$ cat config.mk
export PLATFORM = sky130hd
export DESIGN_NAME = pit_channel
export DESIGN_NICKNAME = d
export VERILOG_FILES = /design/src/rtl/pit_pkg.sv /design/src/rtl/pit_decr.sv /design/src/rtl/pit_half.sv /design/src/rtl/pit_fsm.sv /design/src/rtl/pit_channel.sv
export SDC_FILE = /design/constraint.sdc
export NUM_CORES = 1
export LEC_CHECK = 0
export ABC_AREA = 1
export BUFFER_PORTS_ARGS = -buffer_cell sky130_fd_sc_hd__buf_2
export CAP_MARGIN = 20
export CORE_ASPECT_RATIO = 0.6
export CORE_MARGIN = 2
export CORE_UTILIZATION = 35
export CTS_CLUSTER_DIAMETER = 60
export DETAILED_ROUTE_END_ITERATION = 16
export GPL_ROUTABILITY_DRIVEN = 0
export SYNTH_ARGS = -nofsm -noshare
export SYNTH_HDL_FRONTEND = slang
export SYNTH_HIERARCHICAL = 1
export SYNTH_SLANG_ARGS = --single-unit
export TNS_END_PERCENT = 10
$ cat constraint.sdc
create_clock -name clk -period 3.6 [get_ports clk]
set_input_delay 0.36 -clock clk [delete_from_list [all_inputs] [get_ports clk]]
set_output_delay 0.36 -clock clk [all_outputs]
set_load 0.02 [all_outputs]
$ cat src/rtl/pit_pkg.sv
package pit_pkg;

    typedef enum logic [2:0] {
        S_IDLE,
        S_LOAD,
        S_ARM,
        S_RUN,
        S_STROBE,
        S_DONE
    } pit_state_t;

    typedef enum logic [2:0] {
        M_TERM    = 3'd0,
        M_ONESHOT = 3'd1,
        M_RATE    = 3'd2,
        M_SQUARE  = 3'd3,
        M_SWSTB   = 3'd4,
        M_HWSTB   = 3'd5
    } pit_mode_t;

    // codes 6 and 7 alias the periodic modes
    function automatic pit_mode_t fold_mode(input logic [2:0] raw);
        case (raw)
            3'd6:    return M_RATE;
            3'd7:    return M_SQUARE;
            default: return pit_mode_t'(raw);
        endcase
    endfunction

    // modes whose counting ignores the gate level and starts on its edge
    function automatic logic edge_started(input pit_mode_t m);
        return (m == M_ONESHOT) || (m == M_HWSTB);
    endfunction

endpackage

$ cat src/rtl/pit_decr.sv
module pit_decr #(
    parameter int W = 16
) (
    input  logic [W-1:0] val,
    input  logic         bcd,
    output logic [W-1:0] res
);
    localparam int DIG = W / 4;

    logic [DIG-1:0] brw;
    logic [W-1:0]   bcd_res;

    assign brw[0] = 1'b1;

    for (genvar g = 0; g < DIG; g++) begin : g_dig
        logic [3:0] d;
        assign d = val[4*g +: 4];
        assign bcd_res[4*g +: 4] = !brw[g] ? d :
                                   ((d == 4'd0) ? 4'd9 : d - 4'd1);
        if (g < DIG - 1) begin : g_chain
            assign brw[g+1] = brw[g] & (d == 4'd0);
        end
    end

    assign res = bcd ? bcd_res : (val - W'(1));

endmodule

$ cat src/rtl/pit_half.sv
module pit_half #(
    parameter int W = 16
) (
    input  logic [W-1:0] n,
    input  logic         bcd,
    output logic [W-1:0] half
);
    localparam int DIG = W / 4;

    logic         zero;
    logic [W-1:0] bin_half;
    logic [W-1:0] bcd_half;

    assign zero     = (n == '0);
    assign bin_half = zero ? {1'b1, {(W-1){1'b0}}} : (n >> 1);

    // digit-serial halving: (10*c + d)/2 = 5*c + d/2, c = parity of the digit above
    for (genvar g = 0; g < DIG; g++) begin : g_dig
        logic carry;
        if (g == DIG - 1) begin : g_top
            assign carry = 1'b0;
        end else begin : g_low
            assign carry = n[4*(g+1)];
        end
        if (g == DIG - 1) begin : g_ztop
            assign bcd_half[4*g +: 4] = zero ? 4'd5 :
                (carry ? 4'd5 : 4'd0) + {1'b0, n[4*g+1 +: 3]};
        end else begin : g_zlow
            assign bcd_half[4*g +: 4] = zero ? 4'd0 :
                (carry ? 4'd5 : 4'd0) + {1'b0, n[4*g+1 +: 3]};
        end
    end

    assign half = bcd ? bcd_half : bin_half;

endmodule

$ cat src/rtl/pit_fsm.sv
module pit_fsm
    import pit_pkg::*;
#(
    parameter int W = 16
) (
    input  logic         clk,
    input  logic         rst_n,
    input  logic         tick,
    input  logic         gate,
    input  logic         gate_rise,
    input  logic         cfg_wr,
    input  pit_mode_t    wr_mode,
    input  pit_mode_t    mode,
    input  logic         bcd,
    input  logic [W-1:0] reload,
    input  logic [W-1:0] dec_val,
    input  logic [W-1:0] half,
    output logic [W-1:0] cnt,
    output logic         out
);
    localparam int          DIG = W / 4;
    localparam logic [W-1:0] ONE = {{(W-1){1'b0}}, 1'b1};

    pit_state_t   state, state_n;
    logic [W-1:0] cnt_q, cnt_n;
    logic         out_q, out_n;
    logic         pend_q, pend_n;
    logic         free, step, trig;

    assign free = edge_started(mode);
    assign step = tick & (free | gate);
    assign trig = pend_q | gate_rise;

    always_comb begin
        state_n = state;
        cnt_n   = cnt_q;
        out_n   = out_q;
        pend_n  = pend_q;
        if (cfg_wr) begin
            pend_n  = 1'b0;
            out_n   = (wr_mode != M_TERM);
            state_n = edge_started(wr_mode) ? S_ARM : S_LOAD;
        end else begin
            unique case (state)
                S_IDLE: ;
                S_LOAD: begin
                    if (tick) begin
                        cnt_n   = reload;
                        out_n   = (mode != M_TERM);
                        state_n = S_RUN;
                    end
                end
                S_ARM: begin
                    if (tick && trig) begin
                        cnt_n   = reload;
                        out_n   = (mode == M_HWSTB);
                        pend_n  = 1'b0;
                        state_n = S_RUN;
                    end else if (gate_rise) begin
                        pend_n = 1'b1;
                    end
                end
                S_RUN: begin
                    if (step) begin
                        if (free && trig) begin
                            cnt_n  = reload;
                            out_n  = (mode == M_HWSTB);
                            pend_n = 1'b0;
                        end else begin
                            unique case (mode)
                                M_TERM: begin
                                    cnt_n = dec_val;
                                    if (dec_val == '0) begin
                                        out_n   = 1'b1;
                                        state_n = S_DONE;
                                    end
                                end
                                M_ONESHOT: begin
                                    cnt_n = dec_val;
                                    if (dec_val == '0) begin
                                        out_n   = 1'b1;
                                        state_n = S_ARM;
                                    end
                                end
                                M_RATE: begin
                                    if (cnt_q == ONE) begin
                                        cnt_n = reload;
                                        out_n = 1'b1;
                                    end else begin
                                        cnt_n = dec_val;
                                        out_n = (dec_val != ONE);
                                    end
                                end
                                M_SQUARE: begin
                                    if (cnt_q == ONE) begin
                                        cnt_n = reload;
                                        out_n = 1'b1;
                                    end else begin
                                        cnt_n = dec_val;
                                        out_n = (dec_val == '0) || (dec_val > half);
                                    end
                                end
                                M_SWSTB, M_HWSTB: begin
                                    cnt_n = dec_val;
                                    if (dec_val == '0) begin
                                        out_n   = 1'b0;
                                        state_n = S_STROBE;
                                    end
                                end
                                default: ;
                            endcase
                        end
                    end else if (free && gate_rise) begin
                        pend_n = 1'b1;
                    end
                end
                S_STROBE: begin
                    if (step) begin
                        out_n = 1'b1;
                        if (mode == M_HWSTB && trig) begin
                            cnt_n   = reload;
                            pend_n  = 1'b0;
                            state_n = S_RUN;
                        end else begin
                            state_n = (mode == M_HWSTB) ? S_ARM : S_DONE;
                        end
                    end else if (free && gate_rise) begin
                        pend_n = 1'b1;
                    end
                end
                S_DONE: ;
                default: state_n = S_IDLE;
            endcase
        end
    end

    // state register
    always_ff @(posedge clk or negedge rst_n) begin
        if (!rst_n) state <= S_IDLE;
        else        state <= state_n;
    end

    // output and datapath registers
    always_ff @(posedge clk or negedge rst_n) begin
        if (!rst_n) begin
            cnt_q  <= '0;
            out_q  <= 1'b1;
            pend_q <= 1'b0;
        end else begin
            cnt_q  <= cnt_n;
            out_q  <= out_n;
            pend_q <= pend_n;
        end
    end

    assign cnt = cnt_q;
    assign out = out_q;

    function automatic logic digits_ok(input logic [W-1:0] v);
        logic ok;
        ok = 1'b1;
        for (int i = 0; i < DIG; i++) begin
            if (v[4*i +: 4] > 4'd9) ok = 1'b0;
        end
        return ok;
    endfunction

    p_load_r2: assert property (@(posedge clk) disable iff (!rst_n)
        (state == S_LOAD && tick && !cfg_wr) |=> (cnt_q == $past(reload)));

    p_hold_r3: assert property (@(posedge clk) disable iff (!rst_n)
        (!tick && !cfg_wr) |=> $stable(cnt_q));

    p_term_high_r4: assert property (@(posedge clk) disable iff (!rst_n)
        (state == S_DONE && mode == M_TERM) |-> out_q);

    p_idle_armed_high_r5: assert property (@(posedge clk) disable iff (!rst_n)
        (state == S_ARM && mode == M_ONESHOT) |-> out_q);

    p_strobe_single_r8: assert property (@(posedge clk) disable iff (!rst_n)
        (state == S_STROBE && step && !cfg_wr) |=> out_q);

    p_bcd_digits_r12: assert property (@(posedge clk) disable iff (!rst_n)
        (bcd && state == S_RUN && digits_ok(reload)) |-> digits_ok(cnt_q));

endmodule

$ cat src/rtl/pit_channel.sv
module pit_channel
    import pit_pkg::*;
#(
    parameter int COUNT_W = 16
) (
    input  logic               clk,
    input  logic               rst_n,
    input  logic               tick,
    input  logic               gate,
    input  logic               cfg_wr,
    input  logic [2:0]         cfg_mode,
    input  logic               cfg_bcd,
    input  logic [COUNT_W-1:0] cfg_count,
    input  logic               latch_req,
    output logic               out,
    output logic [COUNT_W-1:0] latch_val
);
    pit_mode_t          mode_r, wr_mode;
    logic               bcd_r;
    logic [COUNT_W-1:0] reload_r;
    logic [COUNT_W-1:0] cnt_w, dec_w, half_w;
    logic [COUNT_W-1:0] latch_q;
    logic               gate_q, gate_rise;

    assign wr_mode   = fold_mode(cfg_mode);
    assign gate_rise = gate & ~gate_q;

    always_ff @(posedge clk or negedge rst_n) begin
        if (!rst_n) begin
            mode_r   <= M_TERM;
            bcd_r    <= 1'b0;
            reload_r <= '0;
            gate_q   <= 1'b0;
            latch_q  <= '0;
        end else begin
            gate_q <= gate;
            if (cfg_wr) begin
                mode_r   <= wr_mode;
                bcd_r    <= cfg_bcd;
                reload_r <= cfg_count;
            end
            if (latch_req) latch_q <= cnt_w;
        end
    end

    pit_decr #(.W(COUNT_W)) u_decr (
        .val (cnt_w),
        .bcd (bcd_r),
        .res (dec_w)
    );

    pit_half #(.W(COUNT_W)) u_half (
        .n    (reload_r),
        .bcd  (bcd_r),
        .half (half_w)
    );

    pit_fsm #(.W(COUNT_W)) u_fsm (
        .clk       (clk),
        .rst_n     (rst_n),
        .tick      (tick),
        .gate      (gate),
        .gate_rise (gate_rise),
        .cfg_wr    (cfg_wr),
        .wr_mode   (wr_mode),
        .mode      (mode_r),
        .bcd       (bcd_r),
        .reload    (reload_r),
        .dec_val   (dec_w),
        .half      (half_w),
        .cnt       (cnt_w),
        .out       (out)
    );

    assign latch_val = latch_q;

    p_latch_copy_r13: assert property (@(posedge clk) disable iff (!rst_n)
        latch_req |=> (latch_val == $past(cnt_w)));

    p_latch_hold_r13: assert property (@(posedge clk) disable iff (!rst_n)
        !latch_req |=> $stable(latch_val));

endmodule

; Word-level counts from Yosys, hierarchy flattened
; Index checks and enable logic that the tools add are counted.
[op_classes]
mux = 62
n_lt_le_gt_ge = 1
addsub = 8
eq_ne = 38
reduce_logical = 29
bitwise_logic = 8
shifts = 0
div = 0
n_mul = 0
[ops]
columns = cell, count
row1 = $mux 16, 10
row2 = $pmux 16 s4, 1
row3 = $mux 3, 15
row4 = $mux 4, 10
row5 = $logic_not 16->1, 2
row6 = $pmux 16 s2, 1
row7 = $eq 3x3->1 const B, 7
row8 = $mux 1, 18
row9 = $eq 16x1->1 const B, 1
row10 = $gt 16x16->1, 1
row11 = $logic_not 4->1, 4
row12 = $ne 16x1->1 const B, 1
row13 = $reduce_and 8->1, 2
row14 = $sub 16x1->16 const B, 1
row15 = $sub 4x1->4 const B, 4
row16 = $pmux 3 s5, 1
row17 = $add 4x3->4, 3
row18 = $eq 3x2->1 const B, 4
row19 = $ne 4x3->1 const B, 3
row20 = $ne 4x4->1 const B, 3
row21 = $ne 2x1->1 const B, 5
row22 = $ne 5x3->1 const B, 2
row23 = $reduce_and 10->1, 1
row24 = $eq 3x1->1 const B, 3
row25 = other kinds (23), 43
[word_totals]
latchBits = 0
out_inout_bits = 17
romBits = 0
memories = 0
wordCells = 155
register_bits = 58
input_bits = 26
mem_bits_rw = 0

; Longest topological paths before layout
; Gate-level depths: netlist of the first run.
[logic_depth]
ltp_word = 13
mapped_depth = 26
depth_no_buf = 26

; By module
; Netlist of the first run, hierarchy kept.
[by_module_without_submodules]
columns = module, cells_each, instances, area_each_um2
row1 = pit_fsm, 285, 1, 1845.5
row2 = pit_channel, 160, 1, 1422.6
row3 = pit_decr, 162, 1, 795.8
row4 = pit_half, 87, 1, 514.2

; Least setup slack after synthesis of the first run
; Ideal clock, no wire load.
[synth_timing]
kind = register to register
start = register u_fsm.cnt_q[0], in the netlist u_fsm/cnt[0]
end = register u_fsm.out_q, in the netlist u_fsm/out
path_buffers = 0
t_arrival_ns = 2.478
path_slack_ns = 1.061
path_stages_with_launch = 25
synth_period_minus_slack_ns = 2.539
path_cell_list = dfrtp_1 > inv_1 > ha_1 > nand2_4 > nor2_8 > nand2_2 > nand2_1 > nand2_1 > nand2_1 > nand2_1 > ha_1 > nand2_1 > nor3_1 > nand2_1 > nand2_1 > nand2_1 > nand2_1 > nand2_1 > nand2_1 > nand2_1 > nand2_1 > nand2_1 > nand2_1 > nand2_1 > nand2_1
[synth_between]
elab_chain_cells = 13
elab_cells_between_ends = 25
[synth_lines]
columns = element, line_no
row1 = "start, declared", pit_fsm.sv:25  ; logic [W-1:0] cnt_q, cnt_n;
row2 = "start signal, assigned", pit_fsm.sv:150  ; cnt_q <= cnt_n;
row3 = "parallel branches: the longest is 4 deep, another holds $sub 16x1->16", -
row4 = $mux 16 *, pit_decr.sv:25  ; assign res = bcd ? bcd_res : (val - W'(1));
row5 = net dec_w[15], pit_channel.sv:21  ; logic [COUNT_W-1:0] cnt_w, dec_w, half_w;
row6 = $gt 16x16->1 / $logic_not 16->1 (equally long branches), "pit_fsm.sv:100, pit_fsm.sv:73, pit_fsm.sv:80"
row7 = $logic_or 1x1->1, pit_fsm.sv:100  ; out_n = (dec_val == '0) || (dec_val > half);
row8 = $mux 1, pit_fsm.sv:95  ; if (cnt_q == ONE) begin
row9 = $pmux 1 s4, pit_fsm.sv:70  ; unique case (mode)
row10 = $mux 1, pit_fsm.sv:65  ; if (free && trig) begin
row11 = $mux 1, pit_fsm.sv:64  ; if (step) begin
row12 = $pmux 1 s4, pit_fsm.sv:44  ; unique case (state)
row13 = $mux 1, pit_fsm.sv:39  ; if (cfg_wr) begin
row14 = "end signal, assigned", pit_fsm.sv:151  ; out_q <= out_n;
row15 = "end, declared", pit_fsm.sv:26  ; logic out_q, out_n;
; Mark *: on every way through the listed nets, which the timed path passes. The select of a mux whose other input is x is not followed.
; A chain may end at the register's enable or synchronous reset.

; Final worst setup path of the first run
; Ends and elaborated chain as after synthesis.

==> results by group, run 1 <==
Die
  – DIE WIDTH: 152 um
  – Core footprint: 0.0128 sq mm
  – Initial core utilization: 0.357
  – Die span in y: 92.6 um
  – I/O pins: between 40 and 50
  – Die area: ~0.014 sq mm
  – Row count: 32

Pwr
  – P per Cell Area: approximately 750 mW/mm^2
  – Leakage: 2.74 nW
  – Clock power frac: 0.219
  – Tot Pwr: 3.92 mW
  – Sw Share: 0.471
  – Net switching power: 1.85 mW
  – Sequential Power Share: 0.303
  – Int Pwr: just over 2 mW
  – Peak supply drop: 0.245 mV
  – Combinational power share: 0.478

Global route
  – First-pass GRT wire length: 19900 um
  – Congestion Overflow GR: 0
  – Number of global-route vias before repair: 3772
  – Antenna violations before repair: 0
  – GRT Util Overall: 0.182
  – Pin count of the biggest net entering global routing: 42

Clocking
  – CTS max path bufs: 2
  – Worst-Skew Late Latency: 330 ps
  – H-tree depth: 3
  – Clock buffer count from CTS: 9
  – Root buffer cell: clkbuf_16
  – # hold bufs at CTS: 0
  – CTS resizes: 0
  – Clock sink total: 58
  – Setup bufs post-CTS: 0
  – TritonCTS clock tree: yes
  – Worst-path clk slew: 50 ps

Synthesis
  – Synth warn: 6
  – Cell Area, Synth: approximately 0.0046 sq mm
  – Syn nets: 747
  – Mapped Cells: 694
  – Post-synth EDFFs: 0
  – Synth Register Bits: 58
  – Asr flop ratio synth: 1.00
  – Yosys cell types: 45
  – Sequential area share after synthesis: 0.317
  – Syn Area/Cell: 6.60 sq um
  – Top_reg_cell synth: dfrtp_1

Critical path
  – Worst R2R Start: u_fsm/cnt[0]
  – Slowest stage cell, crit path: dfrtp_1
  – Critical path depth: 24
  – Startpoint Class: flop
  – Reg-to-reg critical path endpoint: u_fsm/out
  – Critical Path AT: 3190 ps
  – Number of buffers and inverters on the critical path: 1
  – Launch point of the critical path: u_fsm/cnt[0]
  – Worst path max stage delay: 440 ps
  – Crit-path leading delay family: simple AND/OR/NAND/NOR gates
  – Crit end category: flop
  – R2R depth: 24
  – CP required: approximately 3900 ps
  – Reg2reg setup slack: 660 ps
  – Worst-path cell chain: inv_1 > ha_1 > nand2_4 > nor2_8 > nand2_2 > nand2_1 > nand2_1 > nand2_1 > nand2_1 > ha_1 > a21oi_1 > o21ai_0 > a21oi_1 > nand2_1 > nand2_1 > nand2_1 > nand2_1 > nand2_1 > nand2_1 > nand2_1 > nand2_1 > nand2_1 > nand2_1 > nand2_1
  – Class of the most critical setup path: reg -> reg
  – Crit path top cell by count: nand2_1
  – CP endpoint: u_fsm/out
  – Crit path max fanout: 9

Routing
  – DR vias: 4326
  – Pre-Repair DR Iteration Count: 5
  – Number of vias per cell: 4.76
  – DR WL/cell: 13.2 um
  – Iteration-0 DRC Markers: 334
  – DR DRC count: 0
  – Post-DRT Antenna Nets: 0
  – DRT Wirelength: approximately 12000 um

Finish
  – Commonest cells after routing, fill and taps aside: nand2_1 (233), inv_1 (88), nor2_1 (85), dfrtp_1 (57), buf_2 (42)
  – Fin area: ~0.0052 sq mm
  – Area Growth Syn to Fin: 13.7%
  – Proportion of layout cells with a drive suffix above 1: 0.130
  – Most common cell after layout, fill and taps aside: nand2_1
  – Diodes inserted: 0
  – Nets@finish: 787
  – Fin util: 0.406

Timing
  – Slew Viols, Final: 0
  – Worst-Margin Slew: 940 ps
  – RSZ-0062 raised after global routing: false
  – Final Cycle Share: 0.816
  – Final hold slack: roughly 160 ps
  – Final hold violations: 0
  – Final TNS setup: 0 ps
  – Clk_skew: 6.00 ps
  – Tmin final: 2940 ps
  – Setup violators final: 0
  – Fmax: 341 MHz
  – Slew HR: 0.373

Job
  – Max_cap viols: 0

Place
  – Placed Area: 0.00491 sq mm
  – Hpwl dp: 9200 um
  – Port Buf Inserts: 42

Worst hold path
  – Hold crit path type: in -> reg

Run status
  – Outcome: completed
## how the worst min path moves through the flow
stage | startpoint | endpoint | slack, ps | cells past startpoint
5_1_grt | gate | gate_q | 160 | 1
3_5_place_dp | mode_r[0] | mode_r[0] | 470 | 2
3_3_place_gp | mode_r[0] | mode_r[0] | 460 | 2
2_1_floorplan | rst_n | bcd_r | 60 | 0
6_report | gate | gate_q | 160 | 1
4_1_cts | gate | gate_q | 150 | 1
## metrics by stage
stage,setup slack (ps),instances
floorplan,1060,694
global placement,804,893
detailed placement,736,893
CTS,708,908
global route,277,908
finish,664,908
## power groups by stage
stage / Sequential, mW / Clock [mW] / Combinational [mW]
finish: 1.19 / 0.857 / 1.87
global route: 1.23 / 0.922 / 2.17
CTS: 1.19 / 0.889 / 1.86
detailed placement: 1.20 / 0 / 1.85
global placement: 1.19 / 0 / 1.85
floorplan: 1.19 / 0 / 1.34
## kinds of logic after synthesis
logic type	after synthesis	synth area share
adder cells (fa/ha/maj)	27	0.0738
AND/OR/NAND/NOR	388	0.363
flip-flops	58	0.317
XOR/XNOR	4	0.00765
buffers and inverters	114	0.108
AO/OA/AOI/OAI	103	0.131
## registers in the layout (all words and copies together), names as in the netlist
signal        cells
latch_val        16
reload_r         16
u_fsm/cnt        16
mode_r            3
u_fsm/state       3
bcd_r             1
gate_q            1
u_fsm/out         1
u_fsm/pend_q      1
## cell usage after synthesis (3+ instances only)
master | count | area (sq um)
a21boi_0 | 4 | 30.0
a21oi_1 | 23 | 115
a31oi_1 | 14 | 87.6
and2_1 | 3 | 18.8
buf_2 | 6 | 30.0
buf_4 | 4 | 30.0
buf_6 | 4 | 45.0
clkbuf_1 | 4 | 15.0
dfrtp_1 | 57 | 1430
ha_1 | 27 | 338
inv_1 | 88 | 330
inv_2 | 4 | 15.0
nand2_1 | 233 | 875
nand2_2 | 8 | 50.1
nand3_1 | 27 | 135
nand3b_1 | 3 | 22.5
nand4_1 | 4 | 25.0
nor2_1 | 85 | 319
nor2_2 | 7 | 43.8
nor2_4 | 3 | 33.8
nor3_1 | 8 | 40.0
o21ai_0 | 39 | 195
o21ai_2 | 3 | 26.3
o22ai_1 | 7 | 43.8
xor2_1 | 3 | 26.3
## area by class of cell
class | instances | area, sq um
fill | 1371 | 7600
sequential | 58 | 1450
clock buffer | 10 | 239
multi-input combinational | 522 | 2630
clock inverter | 5 | 55.1
inverter | 94 | 353
timing repair buffer | 49 | 263
tap | 170 | 213
## routing by layer
layer	wire length (um)	vias up	GRT usage
met5	0	-	0
met4	95	0	0.0347
met3	887	7	0.0463
met2	4120	145	0.216
met1	6900	1891	0.313
li1	-	2283	-
## worst register-to-register path: cells and delay by family (launching register included)
kind	cells	cell delay [ps]
AND/OR/NAND/NOR	18	1220
buffers and inverters	1	180
AO/OA/AOI/OAI	3	440
adder cells (fa/ha/maj)	2	590
flip-flops	1	440
(Power assumes the default switching activity.)
==> run 2, diff against run 1 <==
--- a/config.mk
+++ b/config.mk
@@ -5,7 +5,7 @@
 export SDC_FILE = /design/constraint.sdc
 export NUM_CORES = 1
 export LEC_CHECK = 0
-export ABC_AREA = 1
+export ABC_AREA = 0
 export BUFFER_PORTS_ARGS = -buffer_cell sky130_fd_sc_hd__buf_2
 export CAP_MARGIN = 20
 export CORE_ASPECT_RATIO = 0.6
==> constraint.sdc (replaced) <==
create_clock -name clk -period 2.85 [get_ports clk]
set_input_delay 0.285 -clock clk [delete_from_list [all_inputs] [get_ports clk]]
set_output_delay 0.285 -clock clk [all_outputs]
set_load 0.02 [all_outputs]
==> results by group, run 2 <==
Critical path
  – Crit end category: flop
  – Reg2reg setup slack: -130 ps
  – CP required: 3090 ps
  – Startpoint Class: flop
  – Crit path max fanout: 3
  – Critical Path AT: 3220 ps
  – Class of the most critical setup path: reg -> reg

Finish
  – Commonest cells after routing, fill and taps aside: buf_4 (66), dfrtp_1 (55), buf_2 (42), nor2_1 (32), mux2_2 (26)
  – Fin util: 0.453
  – Proportion of layout cells with a drive suffix above 1: 0.374
  – Nets@finish: about 590
  – Fillers: 1172
  – Area Growth Syn to Fin: 26.4%
  – Most common cell after layout, fill and taps aside: buf_4
  – Fin area: 0.00544 sq mm
  – Post-Layout Cell Count: 705
  – Diodes inserted: 0

Synthesis
  – Top_reg_cell synth: dfrtp_1
  – Syn nets: around 500
  – Sequential area share after synthesis: 0.337
  – Multiplexer area fraction after synthesis: 0.161
  – Compound-Gate Fraction of Synth Area: 0.162
  – Post-synth EDFFs: 0
  – Synth warn: 6
  – Largest cells by area after synthesis: dfrtp_1 (33%), ha_1 (7.8%), mux2_2 (7.1%), mux2i_1 (5.6%), mux2_4 (3.5%)
  – Asr flop ratio synth: 1.00
  – Post-synth top cells: dfrtp_1 (57), nor2_1 (33), ha_1 (27), mux2_2 (27), nand2_1 (25)
  – Simple-Gate Fraction of Synth Area: 0.174
  – Cell Area, Synth: around 0.0043 sq mm
  – Yosys cell types: 64
  – Most numerous cell in the Yosys netlist: dfrtp_1
  – Cell taking the most area after synthesis: dfrtp_1
  – Mapped Cells: 438
  – Xor/xnor share of the synthesized area: 0.0224
  – Largest family of logic cells by synthesized area: simple AND/OR/NAND/NOR gates
  – Synth Register Bits: 58
  – Yosys top cell area share: 0.331
  – Syn Area/Cell: 9.83 sq um
  – Post-Synth Adder-Cell Area: 0.0785

Run status
  – Outcome: finished with violations
  – Failing checks: negative setup slack

Die
  – I/O pins: 43
  – Die area: 0.0132 sq mm
  – DIE WIDTH: 147 um
  – Die span in y: 89.9 um
  – Core footprint: around 0.012 sq mm
  – Initial core utilization: 0.358
  – Row count: 31

Clocking
  – CTS max path bufs: 2
  – Clock sink total: 58
  – Worst-path clk slew: 50 ps
  – Clock buffer count from CTS: 9
  – H-tree depth: 3
  – Worst-Skew Late Latency: 330 ps
  – Root buffer cell: clkbuf_16
  – TritonCTS clock tree: yes

Timing
  – Slew Viols, Final: 0
  – Final hold violations: 0
  – Slew HR: 0.607
  – Worst-Margin Slew: 583 ps
  – RSZ-0062 raised after global routing: true
  – Final Cycle Share: 1.05
  – Tmin final: between 2000 and 3000 ps
  – Final hold slack: 152 ps
  – Fmax: 336 MHz
  – Setup violators final: 1
  – Final TNS setup: -129 ps
  – Clk_skew: 7.38 ps
  – Min setup slack post-route: -129 ps

Global route
  – Number of global-route vias before repair: 3585
  – Congestion Overflow GR: 0
  – First-pass GRT wire length: 19500 um
  – Antenna violations before repair: 0
  – Pin count of the biggest net entering global routing: 33
  – GRT Util Overall: 0.188

Routing
  – DR DRC count: 0
  – DR vias: about 3700
  – Pre-Repair DR Iteration Count: 5
  – Post-DRT Antenna Nets: 0
  – Number of vias per cell: 5.26
  – DRT Wirelength: 11800 um
  – Iteration-0 DRC Markers: 272
  – DR WL/cell: 16.8 um

Place
  – Placed Area: roughly 0.005 sq mm
  – Placed Cells: between 600 and 700
  – Hpwl dp: 9260 um
  – Pre-CTS setup slack: -335 ps
  – Port Buf Inserts: between 40 and 50

Pwr
  – P per Cell Area: about 950 mW/mm^2
  – Peak supply drop: 0.392 mV
  – Tot Pwr: 5.17 mW
  – Leakage: about 2.5 nW

Worst hold path
  – Hold crit path type: in -> reg

Job
  – Max_cap viols: 0
## run 2: changes by cell type in the layout (fill, tap and decap cells not counted), moves of 11 or more
cell	previous run	this run
mux2_2	0	26
mux2i_1	0	24
o21ai_0	39	12
nand3_1	27	9
inv_1	88	22
nor2_1	85	32
nand2_1	233	25
buf_4	7	66
mux2_4	0	11
o21ai_1	1	20
## run 2: area by class of cell
type,instances,area [sq um],share of cell area
multi-input cells,334,2710,0.497
flip-flops and latches,58,1460,0.267
repair buffers,110,731,0.134
clock buffers,11,233,0.0427
well taps,165,206,0.0379
inverters,22,82.6,0.0152
clock inverters,5,31.3,0.00575
## run 2: critical path, stage by stage (launching register included)
cell       delay [ps]
dfrtp_1           400
nor4_4            320
nand4_1           240
or4_4             590
o21ai_4           210
ha_4              240
nand4_1           130
buf_4             150
a21oi_1            50
nor4b_2           290
o211ai_1          120
o2bb2ai_1         140
## run 2: worst paths after layout
kind | startpoint | endpoint | cells past startpoint
worst min-delay path | gate | gate_q | 1
worst min register to register | latch_val[12] | latch_val[12] | 1
max in group asynchronous | rst_n | u_fsm/cnt[4] | 3
min in group asynchronous | rst_n | latch_val[9] | 2
worst max register to register | u_fsm/cnt[7] | u_fsm/out | 11
worst max-delay path | u_fsm/cnt[7] | u_fsm/out | 11
## run 2: cell families (layout without fill, tap and decap cells)
group                    Yosys count  after routing
AND/OR/NAND/NOR                  133            133
flip-flops                        58             58
XOR/XNOR                          11             11
buffers and inverters             46            148
adder cells (fa/ha/maj)           27             27
AO/OA/AOI/OAI                    102            102
multiplexers                      61             61
## run 2: layer usage
| metal | global-route usage | vias to the layer above | part of all wire |
|---|---|---|---|
| li1 | - | 1801 | - |
| met1 | 0.299 | 1785 | 0.53 |
| met2 | 0.253 | 113 | 0.40 |
| met3 | 0.0431 | 10 | 0.062 |
| met4 | 0.0449 | 0 | 0.0090 |
| met5 | 0 | - | 0 |
## run 2: report_power, final
part / leakage (nW) / switching, mW / internal (mW)
Sequential: 0.706 / 0.246 / 1.09
Combinational: 1.65 / 1.52 / 1.35
Clock: 0.129 / 0.379 / 0.584
Total: 2.48 / 2.14 / 3.02
## run 2: repair_timing
action	CTS	global route
gates resized for setup	22	5
buffers inserted	4	1
cloned	0	0
pin swaps	9	4
hold buffers	1	0
endpoints found under the setup margin	4	4
hold endpoints to repair	7	0
==> run 3, diff against run 2 <==
--- a/config.mk
+++ b/config.mk
@@ -14,6 +14,7 @@
 export CTS_CLUSTER_DIAMETER = 60
 export DETAILED_ROUTE_END_ITERATION = 16
 export GPL_ROUTABILITY_DRIVEN = 0
+export PLACE_DENSITY = 0.58
 export SYNTH_ARGS = -nofsm -noshare
 export SYNTH_HDL_FRONTEND = slang
 export SYNTH_HIERARCHICAL = 1
==> results by group, run 3 (synthesis results as in run 2) <==
Timing
  – Slew Viols, Final: 0
  – Worst-Margin Slew: 648 ps
  – Setup violators final: 3
  – RSZ-0062 raised after global routing: true
  – Fmax: 337 MHz
  – Clk_skew: 4.39 ps
  – Tmin final: 2970 ps
  – Final TNS setup: -283 ps
  – Final Cycle Share: 1.04
  – Slew HR: 0.568
  – Min setup slack post-route: -120 ps
  – Final hold violations: 0

Clocking
  – CTS max path bufs: 2
  – Root buffer cell: clkbuf_16
  – Worst-Skew Late Latency: between 300 and 400 ps
  – H-tree depth: 3
  – Clock buffer count from CTS: 9
  – Clock sink total: just under 60
  – Worst-path clk slew: roughly 50 ps
  – TritonCTS clock tree: yes

Die
  – Die span in y: 89.9 um
  – I/O pins: between 40 and 50
  – Core footprint: 0.0120 sq mm
  – Initial core utilization: 0.358
  – Die area: ~0.013 sq mm
  – DIE WIDTH: 147 um
  – Row count: 31

Finish
  – Post-Layout Cell Count: 706
  – Sequential Area: 0.00145 sq mm
  – Multi-input gate area: roughly 0.0027 sq mm
  – Most common cell after layout, fill and taps aside: buf_4
  – Nets@finish: 590
  – Fin util: 0.454
  – Fillers: around 1100
  – Proportion of layout cells with a drive suffix above 1: 0.375
  – Area Growth Syn to Fin: 26.9%
  – Commonest cells after routing, fill and taps aside: buf_4 (68), dfrtp_1 (56), buf_2 (42), nor2_1 (32)
  – Diodes inserted: 0

Job
  – Max_cap viols: 0

Critical path
  – Critical Path AT: 3210 ps
  – Crit path max fanout: 4
  – CP required: 3090 ps
  – Startpoint Class: flop
  – Crit end category: flop
  – Class of the most critical setup path: reg -> reg

Routing
  – DR DRC count: 0
  – Pre-Repair DR Iteration Count: 5
  – Iteration-0 DRC Markers: 344
  – DR vias: 3846
  – Number of vias per cell: 5.45
  – DR WL/cell: between 15 and 20 um
  – DRT Wirelength: 12100 um
  – Post-DRT Antenna Nets: 0

Place
  – Placed Cells: 683
  – Hpwl dp: 9170 um
  – Port Buf Inserts: 42

Pwr
  – Net switching power: between 2 and 2.5 mW
  – Clock power frac: 0.182
  – Combinational power share: 0.564
  – Int Pwr: 3.04 mW
  – Sw Share: 0.419
  – P per Cell Area: roughly 960 mW/mm^2
  – Leakage: 2.50 nW
  – Peak supply drop: 0.420 mV
  – Sequential Power Share: 0.254

Global route
  – Antenna violations before repair: 0
  – GRT Util Overall: 0.188
  – Pin count of the biggest net entering global routing: 35
  – Congestion Overflow GR: 0
  – First-pass GRT wire length: 19600 um
  – Number of global-route vias before repair: 3674

Worst hold path
  – Hold crit path type: in -> reg

Run status
  – Failing checks: negative setup slack
  – Outcome: finished with violations
-- run 3: timing repair --
action,CTS,global route
resized for setup,19,13
endpoints found under the hold margin,4,0
pin swaps,7,8
buffers inserted,4,3
endpoints found under the setup margin,4,4
hold buffers,1,0
-- run 3: routing by layer --
metal | wire length [um] | GRT usage | up-vias | share of wire
met5 | 0 | 0 | - | 0
met4 | 248 | 0.0561 | 0 | 0.020
met3 | 933 | 0.0518 | 21 | 0.077
met2 | 4860 | 0.249 | 140 | 0.40
met1 | 6090 | 0.290 | 1869 | 0.50
li1 | - | - | 1816 | -
-- run 3: layout make-up --
type	count	area share
clock buffers	12	0.0433
clock inverters	3	0.00321
inverters	22	0.0151
multi-input cells	334	0.498
flip-flops and latches	58	0.266
well taps	165	0.0378
repair buffers	112	0.137
-- run 3: stage by stage --
step	area (sq um)	power (mW)	hold slack (ps)	worst slack (ps)
finish	5460	5.23	158	-120
global route	5460	5.60	162	-323
CTS	5390	5.12	147	-71.4
detailed placement	5000	4.01	351	-204
global placement	4990	3.98	339	-101
floorplan	4310	2.93	-10.6	10.1
-- run 3: power groups by stage --
stage / Sequential [mW] / Combinational, mW / Clock, mW
2_1_floorplan: 1.49 / 1.43 / 0
3_3_place_gp: 1.33 / 2.66 / 0
3_5_place_dp: 1.33 / 2.68 / 0
4_1_cts: 1.33 / 2.81 / 0.977
5_1_grt: 1.36 / 3.24 / 1.00
6_report: 1.33 / 2.95 / 0.949
-- run 3: worst paths after layout --
check	slack, ps	end	from	cells after the start
worst max-delay path	-120	u_fsm/out	u_fsm/cnt[0]	16
max in group asynchronous	1400	u_fsm/cnt[4]	rst_n	3
min in group asynchronous	520	latch_val[14]	rst_n	2
worst min register to register	500	latch_val[3]	latch_val[3]	1
worst max register to register	-120	u_fsm/out	u_fsm/cnt[0]	16
worst min-delay path	160	gate_q	gate	1
-- run 3: worst max-delay path, cell delays in order (launching register included) --
cell	delay, ps
dfrtp_1	380
inv_1	80
ha_1	180
and2_1	170
o21ai_2	90
buf_4	150
o21ai_0	260
o31ai_2	160
buf_4	170
ha_1	280
nand4_1	110
nor3_2	230
buf_4	140
nand4_1	130
nand3_1	110
o211ai_1	90
o2bb2ai_1	140
